$ cat config.mk
export PLATFORM = sky130hd
export DESIGN_NAME = spi_reg_slave
export DESIGN_NICKNAME = d
export VERILOG_FILES = /design/src/rtl/spi_reg_pkg.sv /design/src/rtl/spi_reg_datapath.sv /design/src/rtl/spi_reg_ctrl.sv /design/src/rtl/spi_reg_slave.sv
export SDC_FILE = /design/constraint.sdc
export NUM_CORES = 1
export LEC_CHECK = 0
export BUFFER_PORTS_ARGS = -buffer_cell sky130_fd_sc_hd__buf_2
export CAP_MARGIN = 20
export CELL_PAD_IN_SITES_DETAIL_PLACEMENT = 0
export CELL_PAD_IN_SITES_GLOBAL_PLACEMENT = 2
export CORE_ASPECT_RATIO = 1.1
export CORE_MARGIN = 5
export CORE_UTILIZATION = 33
export CTS_CLUSTER_DIAMETER = 30
export DETAILED_ROUTE_END_ITERATION = 7
export PLACE_DENSITY_LB_ADDON = 0.1
export SLEW_MARGIN = 20
export SYNTH_ARGS = -nofsm -noshare
export SYNTH_HDL_FRONTEND = slang
export SYNTH_HIERARCHICAL = 1
export SYNTH_SLANG_ARGS = --single-unit
$ cat constraint.sdc
create_clock -name clk -period 2.8 [get_ports clk]
set_input_delay 0 -clock clk [delete_from_list [all_inputs] [get_ports clk]]
set_output_delay 0 -clock clk [all_outputs]
set_load 0.02 [all_outputs]
$ cat src/rtl/spi_reg_pkg.sv
package spi_reg_pkg;
  localparam int BYTE_W = 8;
  localparam int ADDR_W = 6;
  localparam logic [ADDR_W-1:0] STAT_LO   = 6'h30;
  localparam logic [ADDR_W-1:0] STAT_HI   = 6'h3D;
  localparam logic [ADDR_W-1:0] FIFO_ADDR = 6'h3F;
  localparam int NUM_STROBES = int'(STAT_HI) - int'(STAT_LO) + 1;

  // strobes from control to datapath, valid in the byteDone cycle
  typedef struct packed {
    logic loadAddr;   // load address counter from the header
    logic incAddr;    // step the address counter
    logic captureRd;  // latch regRdData for the next MISO byte
    logic sendData;   // next MISO byte is read data, else status
  } dpCmd_t;

  typedef enum logic [1:0] {ST_HDR, ST_WR, ST_RD, ST_SKIP} phase_t;
endpackage

$ cat src/rtl/spi_reg_datapath.sv
module spi_reg_datapath
  import spi_reg_pkg::*;
#(
  parameter int SYNC_STAGES = 2
) (
  input  logic              clk,
  input  logic              rstN,
  input  logic              sclk,
  input  logic              csN,
  input  logic              mosi,
  input  logic [BYTE_W-1:0] statusByte,
  input  logic [BYTE_W-1:0] rdData,
  input  dpCmd_t            cmd,
  output logic              csHigh,
  output logic              byteDone,
  output logic [BYTE_W-1:0] rxByte,
  output logic [ADDR_W-1:0] curAddr,
  output logic              miso
);
  localparam int BIT_CNT_W = $clog2(BYTE_W);

  logic [SYNC_STAGES-1:0] sclkSync, csSync, mosiSync;
  logic sclkPrev, csPrev;
  logic sclkS, mosiS, sclkRise, sclkFall, csFall;
  logic [BYTE_W-1:0]    rxShift, txShift, txHold;
  logic [BIT_CNT_W-1:0] bitCnt;
  logic                 loadPending, holdIsData;
  logic [ADDR_W-1:0]    addrCnt;

  always_ff @(posedge clk or negedge rstN) begin
    if (!rstN) begin
      sclkSync <= '0;
      csSync   <= '1;
      mosiSync <= '0;
      sclkPrev <= 1'b0;
      csPrev   <= 1'b1;
    end else begin
      sclkSync <= {sclkSync[SYNC_STAGES-2:0], sclk};
      csSync   <= {csSync[SYNC_STAGES-2:0], csN};
      mosiSync <= {mosiSync[SYNC_STAGES-2:0], mosi};
      sclkPrev <= sclkS;
      csPrev   <= csHigh;
    end
  end

  assign sclkS    = sclkSync[SYNC_STAGES-1];
  assign csHigh   = csSync[SYNC_STAGES-1];
  assign mosiS    = mosiSync[SYNC_STAGES-1];
  assign sclkRise = sclkS & ~sclkPrev & ~csHigh;
  assign sclkFall = ~sclkS & sclkPrev & ~csHigh;
  assign csFall   = ~csHigh & csPrev;

  assign rxByte   = {rxShift[BYTE_W-2:0], mosiS};
  assign byteDone = sclkRise && (bitCnt == BIT_CNT_W'(BYTE_W - 1));

  // receive side
  always_ff @(posedge clk or negedge rstN) begin
    if (!rstN) begin
      rxShift <= '0;
      bitCnt  <= '0;
    end else if (csHigh) begin
      bitCnt <= '0;
    end else if (sclkRise) begin
      rxShift <= rxByte;
      bitCnt  <= bitCnt + 1'b1;
    end
  end

  // transmit side: next byte queued at byteDone, loaded on the next falling edge
  always_ff @(posedge clk or negedge rstN) begin
    if (!rstN) begin
      txShift     <= '0;
      txHold      <= '0;
      holdIsData  <= 1'b0;
      loadPending <= 1'b0;
    end else if (csFall) begin
      txShift     <= statusByte;
      loadPending <= 1'b0;
    end else if (csHigh) begin
      loadPending <= 1'b0;
    end else begin
      if (byteDone) begin
        loadPending <= 1'b1;
        holdIsData  <= cmd.sendData;
        if (cmd.captureRd) txHold <= rdData;
      end
      if (sclkFall) begin
        if (loadPending) begin
          txShift     <= holdIsData ? txHold : statusByte;
          loadPending <= 1'b0;
        end else begin
          txShift <= {txShift[BYTE_W-2:0], 1'b0};
        end
      end
    end
  end

  // burst address counter, wraps naturally at ADDR_W bits
  always_ff @(posedge clk or negedge rstN) begin
    if (!rstN)            addrCnt <= '0;
    else if (cmd.loadAddr) addrCnt <= rxByte[ADDR_W-1:0] + ADDR_W'(cmd.incAddr);
    else if (cmd.incAddr)  addrCnt <= addrCnt + 1'b1;
  end

  assign curAddr = addrCnt;
  assign miso    = txShift[BYTE_W-1] & ~csHigh;

  AST_LOAD_BEFORE_RISE: assert property (@(posedge clk) disable iff (!rstN)
    (sclkRise && bitCnt == '0) |-> !loadPending);
  AST_SHIFT_IDLE: assert property (@(posedge clk) disable iff (!rstN)
    csHigh |=> $stable(rxShift));
endmodule

$ cat src/rtl/spi_reg_ctrl.sv
module spi_reg_ctrl
  import spi_reg_pkg::*;
(
  input  logic                   clk,
  input  logic                   rstN,
  input  logic                   csHigh,
  input  logic                   byteDone,
  input  logic [BYTE_W-1:0]      rxByte,
  input  logic [ADDR_W-1:0]      curAddr,
  output dpCmd_t                 cmd,
  output logic                   regWrEn,
  output logic                   regRdEn,
  output logic                   fifoWrEn,
  output logic [ADDR_W-1:0]      regAddr,
  output logic [NUM_STROBES-1:0] strobeOut
);
  phase_t phase, phaseNext;
  logic burstQ, burstNext, fireStrobe;
  logic [ADDR_W-1:0] hdrAddr;
  logic hdrInStat, curInStat, curIsFifo, hdrRead, hdrBurst;

  assign hdrAddr   = rxByte[ADDR_W-1:0];
  assign hdrRead   = rxByte[BYTE_W-1];
  assign hdrBurst  = rxByte[BYTE_W-2];
  assign hdrInStat = (hdrAddr >= STAT_LO) && (hdrAddr <= STAT_HI);
  assign curInStat = (curAddr >= STAT_LO) && (curAddr <= STAT_HI);
  assign curIsFifo = (curAddr == FIFO_ADDR);

  always_comb begin
    cmd        = '0;
    regWrEn    = 1'b0;
    regRdEn    = 1'b0;
    fifoWrEn   = 1'b0;
    fireStrobe = 1'b0;
    regAddr    = curAddr;
    phaseNext  = phase;
    burstNext  = burstQ;
    if (byteDone) begin
      unique case (phase)
        ST_HDR: begin
          regAddr = hdrAddr;
          if (hdrInStat && !hdrBurst) begin
            fireStrobe = 1'b1;
            phaseNext  = ST_SKIP;
          end else begin
            burstNext    = hdrBurst && !hdrInStat;
            cmd.loadAddr = 1'b1;
            if (hdrRead) begin
              regRdEn       = 1'b1;
              cmd.captureRd = 1'b1;
              cmd.sendData  = 1'b1;
              cmd.incAddr   = burstNext;
              phaseNext     = ST_RD;
            end else begin
              phaseNext = ST_WR;
            end
          end
        end
        ST_WR: begin
          if (curIsFifo)       fifoWrEn = 1'b1;
          else if (!curInStat) regWrEn  = 1'b1;
          if (burstQ) cmd.incAddr = !curIsFifo;
          else        phaseNext   = ST_SKIP;
        end
        ST_RD: begin
          if (burstQ) begin
            regRdEn       = 1'b1;
            cmd.captureRd = 1'b1;
            cmd.sendData  = 1'b1;
            cmd.incAddr   = 1'b1;
          end else begin
            phaseNext = ST_SKIP;
          end
        end
        default: ;
      endcase
    end
  end

  always_comb begin
    for (int k = 0; k < NUM_STROBES; k++)
      strobeOut[k] = fireStrobe && (hdrAddr == STAT_LO + ADDR_W'(k));
  end

  always_ff @(posedge clk or negedge rstN) begin
    if (!rstN) begin
      phase  <= ST_HDR;
      burstQ <= 1'b0;
    end else if (csHigh) begin
      phase  <= ST_HDR;
      burstQ <= 1'b0;
    end else begin
      phase  <= phaseNext;
      burstQ <= burstNext;
    end
  end

  AST_STROBE_ONEHOT: assert property (@(posedge clk) disable iff (!rstN)
    $onehot0(strobeOut));
  AST_STROBE_SINGLE: assert property (@(posedge clk) disable iff (!rstN)
    (|strobeOut) |=> !(|strobeOut));
  AST_WR_EXCLUSIVE: assert property (@(posedge clk) disable iff (!rstN)
    !(regWrEn && fifoWrEn));
  AST_STATUS_RO: assert property (@(posedge clk) disable iff (!rstN)
    regWrEn |-> !((regAddr >= STAT_LO) && (regAddr <= STAT_HI)));
  AST_CS_QUIET: assert property (@(posedge clk) disable iff (!rstN)
    csHigh |-> !(regWrEn || regRdEn || fifoWrEn || (|strobeOut)));
endmodule

$ cat src/rtl/spi_reg_slave.sv
module spi_reg_slave
  import spi_reg_pkg::*;
(
  input  logic                   clk,
  input  logic                   rstN,
  input  logic                   sclk,
  input  logic                   csN,
  input  logic                   mosi,
  output logic                   miso,
  input  logic                   chipRdyN,
  input  logic [2:0]             radioState,
  input  logic [3:0]             fifoLevel,
  output logic [ADDR_W-1:0]      regAddr,
  output logic                   regWrEn,
  output logic [BYTE_W-1:0]      regWrData,
  output logic                   regRdEn,
  input  logic [BYTE_W-1:0]      regRdData,
  output logic                   fifoWrEn,
  output logic [BYTE_W-1:0]      fifoWrData,
  output logic [NUM_STROBES-1:0] strobeOut
);
  dpCmd_t            cmd;
  logic              csHigh, byteDone;
  logic [BYTE_W-1:0] rxByte, statusByte;
  logic [ADDR_W-1:0] curAddr;

  assign statusByte = {chipRdyN, radioState, fifoLevel};
  assign regWrData  = rxByte;
  assign fifoWrData = rxByte;

  spi_reg_datapath #(.SYNC_STAGES(2)) u_dp (
    .clk(clk), .rstN(rstN), .sclk(sclk), .csN(csN), .mosi(mosi),
    .statusByte(statusByte), .rdData(regRdData), .cmd(cmd),
    .csHigh(csHigh), .byteDone(byteDone), .rxByte(rxByte),
    .curAddr(curAddr), .miso(miso)
  );

  spi_reg_ctrl u_ctrl (
    .clk(clk), .rstN(rstN), .csHigh(csHigh), .byteDone(byteDone),
    .rxByte(rxByte), .curAddr(curAddr), .cmd(cmd),
    .regWrEn(regWrEn), .regRdEn(regRdEn), .fifoWrEn(fifoWrEn),
    .regAddr(regAddr), .strobeOut(strobeOut)
  );
endmodule

==> metrics.md <==
| Metric | Value |
|---|---|
| Iter 0 DRT Violations | ~50 |
| R2R depth | 11 |
| # DRC | 0 |
| Fin crit period | 2.37 ns |
| Distinct cells, synth | 50 |
| Asr flop ratio synth | 100% |
| Comb pwr share | 31.7% |
| TritonCTS Sinks | 45 |
| Total CTS buffers | 5 |
| Synthesized Nets | between 200 and 300 |
| Synthesized area | 0.00253 mm² |
| Top FF cell, synth | dfrtp_1 |
| Post-DP HPWL | 4600 µm |
| Top cell type's share of synthesized area | just over 40% |
| Clock Latency Late Sink | ~0.29 ns |
| P per Cell Area | 570 mW/mm² |
| Critical Path RT | 2.98 ns |
| Initial core utilization | 33.8% |
| Clock edge transition at the registers on the reported setup and hold paths | 0.09 ns |
| Register area share after synthesis | 44.7% |
| Pin count of the biggest net entering global routing | 46 |
| RSZ-0062 raised after global routing | no |
| Num ports | 61 |
| Most common cell in the netlist | dfrtp_1 |
| Vias in the first global route | 2,137 |
| CP arrival | 2.55 ns |
| Final setup viols | 0 |
| Cell Chain, Critical Path | ha_1 -> ha_1 -> and2_4 -> and3b_2 -> o211ai_1 -> nand3_1 -> ha_1 -> ha_1 -> nand3_1 -> xor2_1 -> a21oi_1 |
| Worst-margin pin slew | 0.897 ns |
| Die height | between 100 and 150 µm |
| Cell family with most CP delay | adder cells |
| Number of synthesized flops with an enable pin | 0 |
| WL/cell | 15.3 µm |
| Grt total ovfl | 0 |
| Die width | 93.5 µm |
| Layout cell share with drive strength beyond 1 | 35.2% |
| Synth cell count leaders | dfrtp_1, nor2_1, mux2_2 |
| Longest Clk Path Bufs | 2 |
| Nets | about 340 |
| Ys Warns | 6 |
| CP Buf/Inv Count | 0 |
| Number of inserted diodes | 0 |
| Post-CTS Setup Bufs | 0 |
| Reg2reg end | u_dp/curAddr[4] |
| Post-Synthesis Mean Instance Area | 10.4 µm² |
| Lkg Pwr | between 0.001 and 0.0015 µW |
| Setup TNS | 0 ns |
| P&R area growth vs syn | 23.3% |
| CTS resizes | 0 |
| Dominant cell type by area after synthesis | dfrtp_1 |
| Placed Area | about 0.0029 mm² |
| Vias per std cell | 4.87 |
| Mapped Cells | 244 |
| Initial antenna violation count | 0 |
| HP Class | input port to flop |
| Crit path to | u_dp/curAddr[4] |
| Non-Filler Cell Area, Final | ~0.0031 mm² |
| Hold_sp | radioState[2] |
| R2R Path Start | u_dp/bitCnt[0] |
| Crit. path cell count | 11 |
| CTS H-tree depth | 2 |
| Via count | ~2,000 |
| Sw power | 628 µW |
| Antenna viol nets, final | 0 |
| Pint | 1150 µW |
| Pre-Repair DR Iteration Count | 4 |
| Clock power share | a little under a quarter |
| Status | complete, no violations |
| CP max stage cell | dfrtp_1 |
| Slew Viols, Final | 0 |
| FMAX | 422 MHz |
| Share of power burned in registers | 45.0% |
| MaxCap Viol Count | 0 |
| Critical Path Source | u_dp/bitCnt[0] |
| Crit-path max FO | 11 |
| IO Port Bufs | 60 |
| Core Box Area | between 0.007 and 0.008 mm² |
| TritonCTS clock tree | done |
| GPL Wtd Cong | 0.719 |
| Sw frac | 35.3% |
| Wirelength, routed | 6410 µm |
| Crit path largest cell delay | 0.40 ns |
| Relative slew slack | 39.8% |
| GRT Resource Usage Total | 14.1% |
| First-pass GRT wire length | about 11,000 µm |
| Worst setup SP type | flop |
| Seq cells post-synth | 45 |
| Crit Path Category | flop to flop |
| Setup slack, reg-to-reg | approximately 0.43 ns |
| CP Capture Type | flop |
| Max VDD drop | ~0.34 mV |
| Skew final | 0.0139 ns |
| Filler cells | between 700 and 800 |
| Die area | approximately 0.0095 mm² |
| Core Rows | 33 |
| Period utilization | 84.6% |
| Leading post-synthesis cells by cell area | dfrtp_1, mux2_2, ha_1 |
| Hold Fails Final Rpt | 0 |
| Clock root cell | clkbuf_8 |
| Most used cell, CP | ha_1 |
worst min path at each step:
stage / cells past startpoint / slack (ns) / endpoint
after floorplan: 0 / -0.30 / u_ctrl/burstQ
after global placement: 1 / 0.11 / u_dp/csSync[0]
after detailed placement: 1 / 0.11 / u_dp/csSync[0]
after CTS: 3 / 0.003 / u_dp/txShift[6]
after global routing: 3 / 0.05 / u_dp/txShift[6]
final: 3 / 0.009 / u_dp/txShift[6]
power groups by stage:
stage          Clock (µW)  Combinational [µW]  Sequential [µW]
2_1_floorplan           0                 293              885
5_1_grt               464                 622              816
6_report              414                 563              800
3_5_place_dp            0                 559              812
4_1_cts               434                 573              800
3_3_place_gp            0                 562              813
per-layer routing:
| metal | wire length (µm) | share of wire [%] | GRT usage (%) |
|---|---|---|---|
| met3 | 216 | 3.4 | 3.17 |
| met5 | 0 | 0 | 0 |
| met1 | 3060 | 48 | 19.1 |
| met2 | 3090 | 48 | 23.0 |
| met4 | 48 | 0.75 | 3.49 |
worst min-delay path, cell delays in order:
cell	delay (ns)
buf_2	0.08
o22ai_1	0.05
o21ai_0	0.13
timing repair:
| action | 4_1_cts | 5_1_grt |
|---|---|---|
| hold buffers | 12 | 0 |
| endpoints found under the hold margin | 53 | 0 |
| endpoints found under the setup margin | 0 | 0 |
kinds of logic after synthesis:
group                      after synthesis  share of synthesized area (%)
muxes                                   26                           11.3
DFF                                     45                           44.7
xor gates and xnor gates                10                           3.46
buffers and inverters                   25                           6.09
AOI/OAI and AO/OA                       48                           12.3
and+or+nand+nor                         81                           17.7
adders and majority gates                9                           4.45
area by class of cell:
type	instances	area, µm²	area share, %
Inverter	7	26.3	0.843
Timing Repair Buffer	81	490	15.7
Tap cell	105	131	4.22
Clock inverter	1	7.51	0.241
Clock buffer	7	86.3	2.77
Sequential cell	45	1130	36.3
Multi-Input combinational cell	174	1240	39.9
layout by cell type, fill, tap and decap left out, types with 2 or more instances in the layout:
master / count
nand4_1: 2
nor2_1: 26
nor3_1: 3
a31oi_1: 3
buf_2: 59
dfrtp_1: 42
o22ai_1: 6
o22a_1: 5
buf_4: 10
nand2_1: 19
xnor2_1: 6
mux2_2: 21
dfstp_2: 3
a21oi_1: 8
mux2i_1: 5
inv_1: 7
o211ai_1: 2
ha_1: 9
dlygate4sd3_1: 12
o21ai_0: 13
a311oi_1: 2
clkbuf_8: 6
xor2_1: 4
nand3_1: 7
nand3b_1: 4
nor2b_1: 5
registers in the layout (all words and copies together), names as in the netlist:
signal	cells
u_ctrl/burstQ	1
u_ctrl/phase	2
u_dp/bitCnt	3
u_dp/csPrev	1
u_dp/csSync	2
u_dp/curAddr	6
u_dp/holdIsData	1
u_dp/loadPending	1
u_dp/mosiSync	2
u_dp/rxShift	7
u_dp/sclkPrev	1
u_dp/sclkSync	2
u_dp/txHold	8
u_dp/txShift	8
stage by stage:
| stage | cells | worst slack, ns | hold WS [ns] | utilization, % | power (µW) |
|---|---|---|---|---|---|
| 2_1_floorplan | 244 | 0.202 | -0.296 | - | 1180 |
| 3_3_place_gp | 400 | 0.464 | 0.105 | 38.8 | 1370 |
| 3_5_place_dp | 400 | 0.425 | 0.107 | 38.8 | 1370 |
| 4_1_cts | 420 | 0.416 | 0.00310 | 41.7 | 1810 |
| 5_1_grt | 420 | 0.293 | 0.0473 | 41.7 | 1900 |
| 6_report | 420 | 0.432 | 0.00851 | 41.7 | 1780 |
Power figures use the tool's default switching activity.
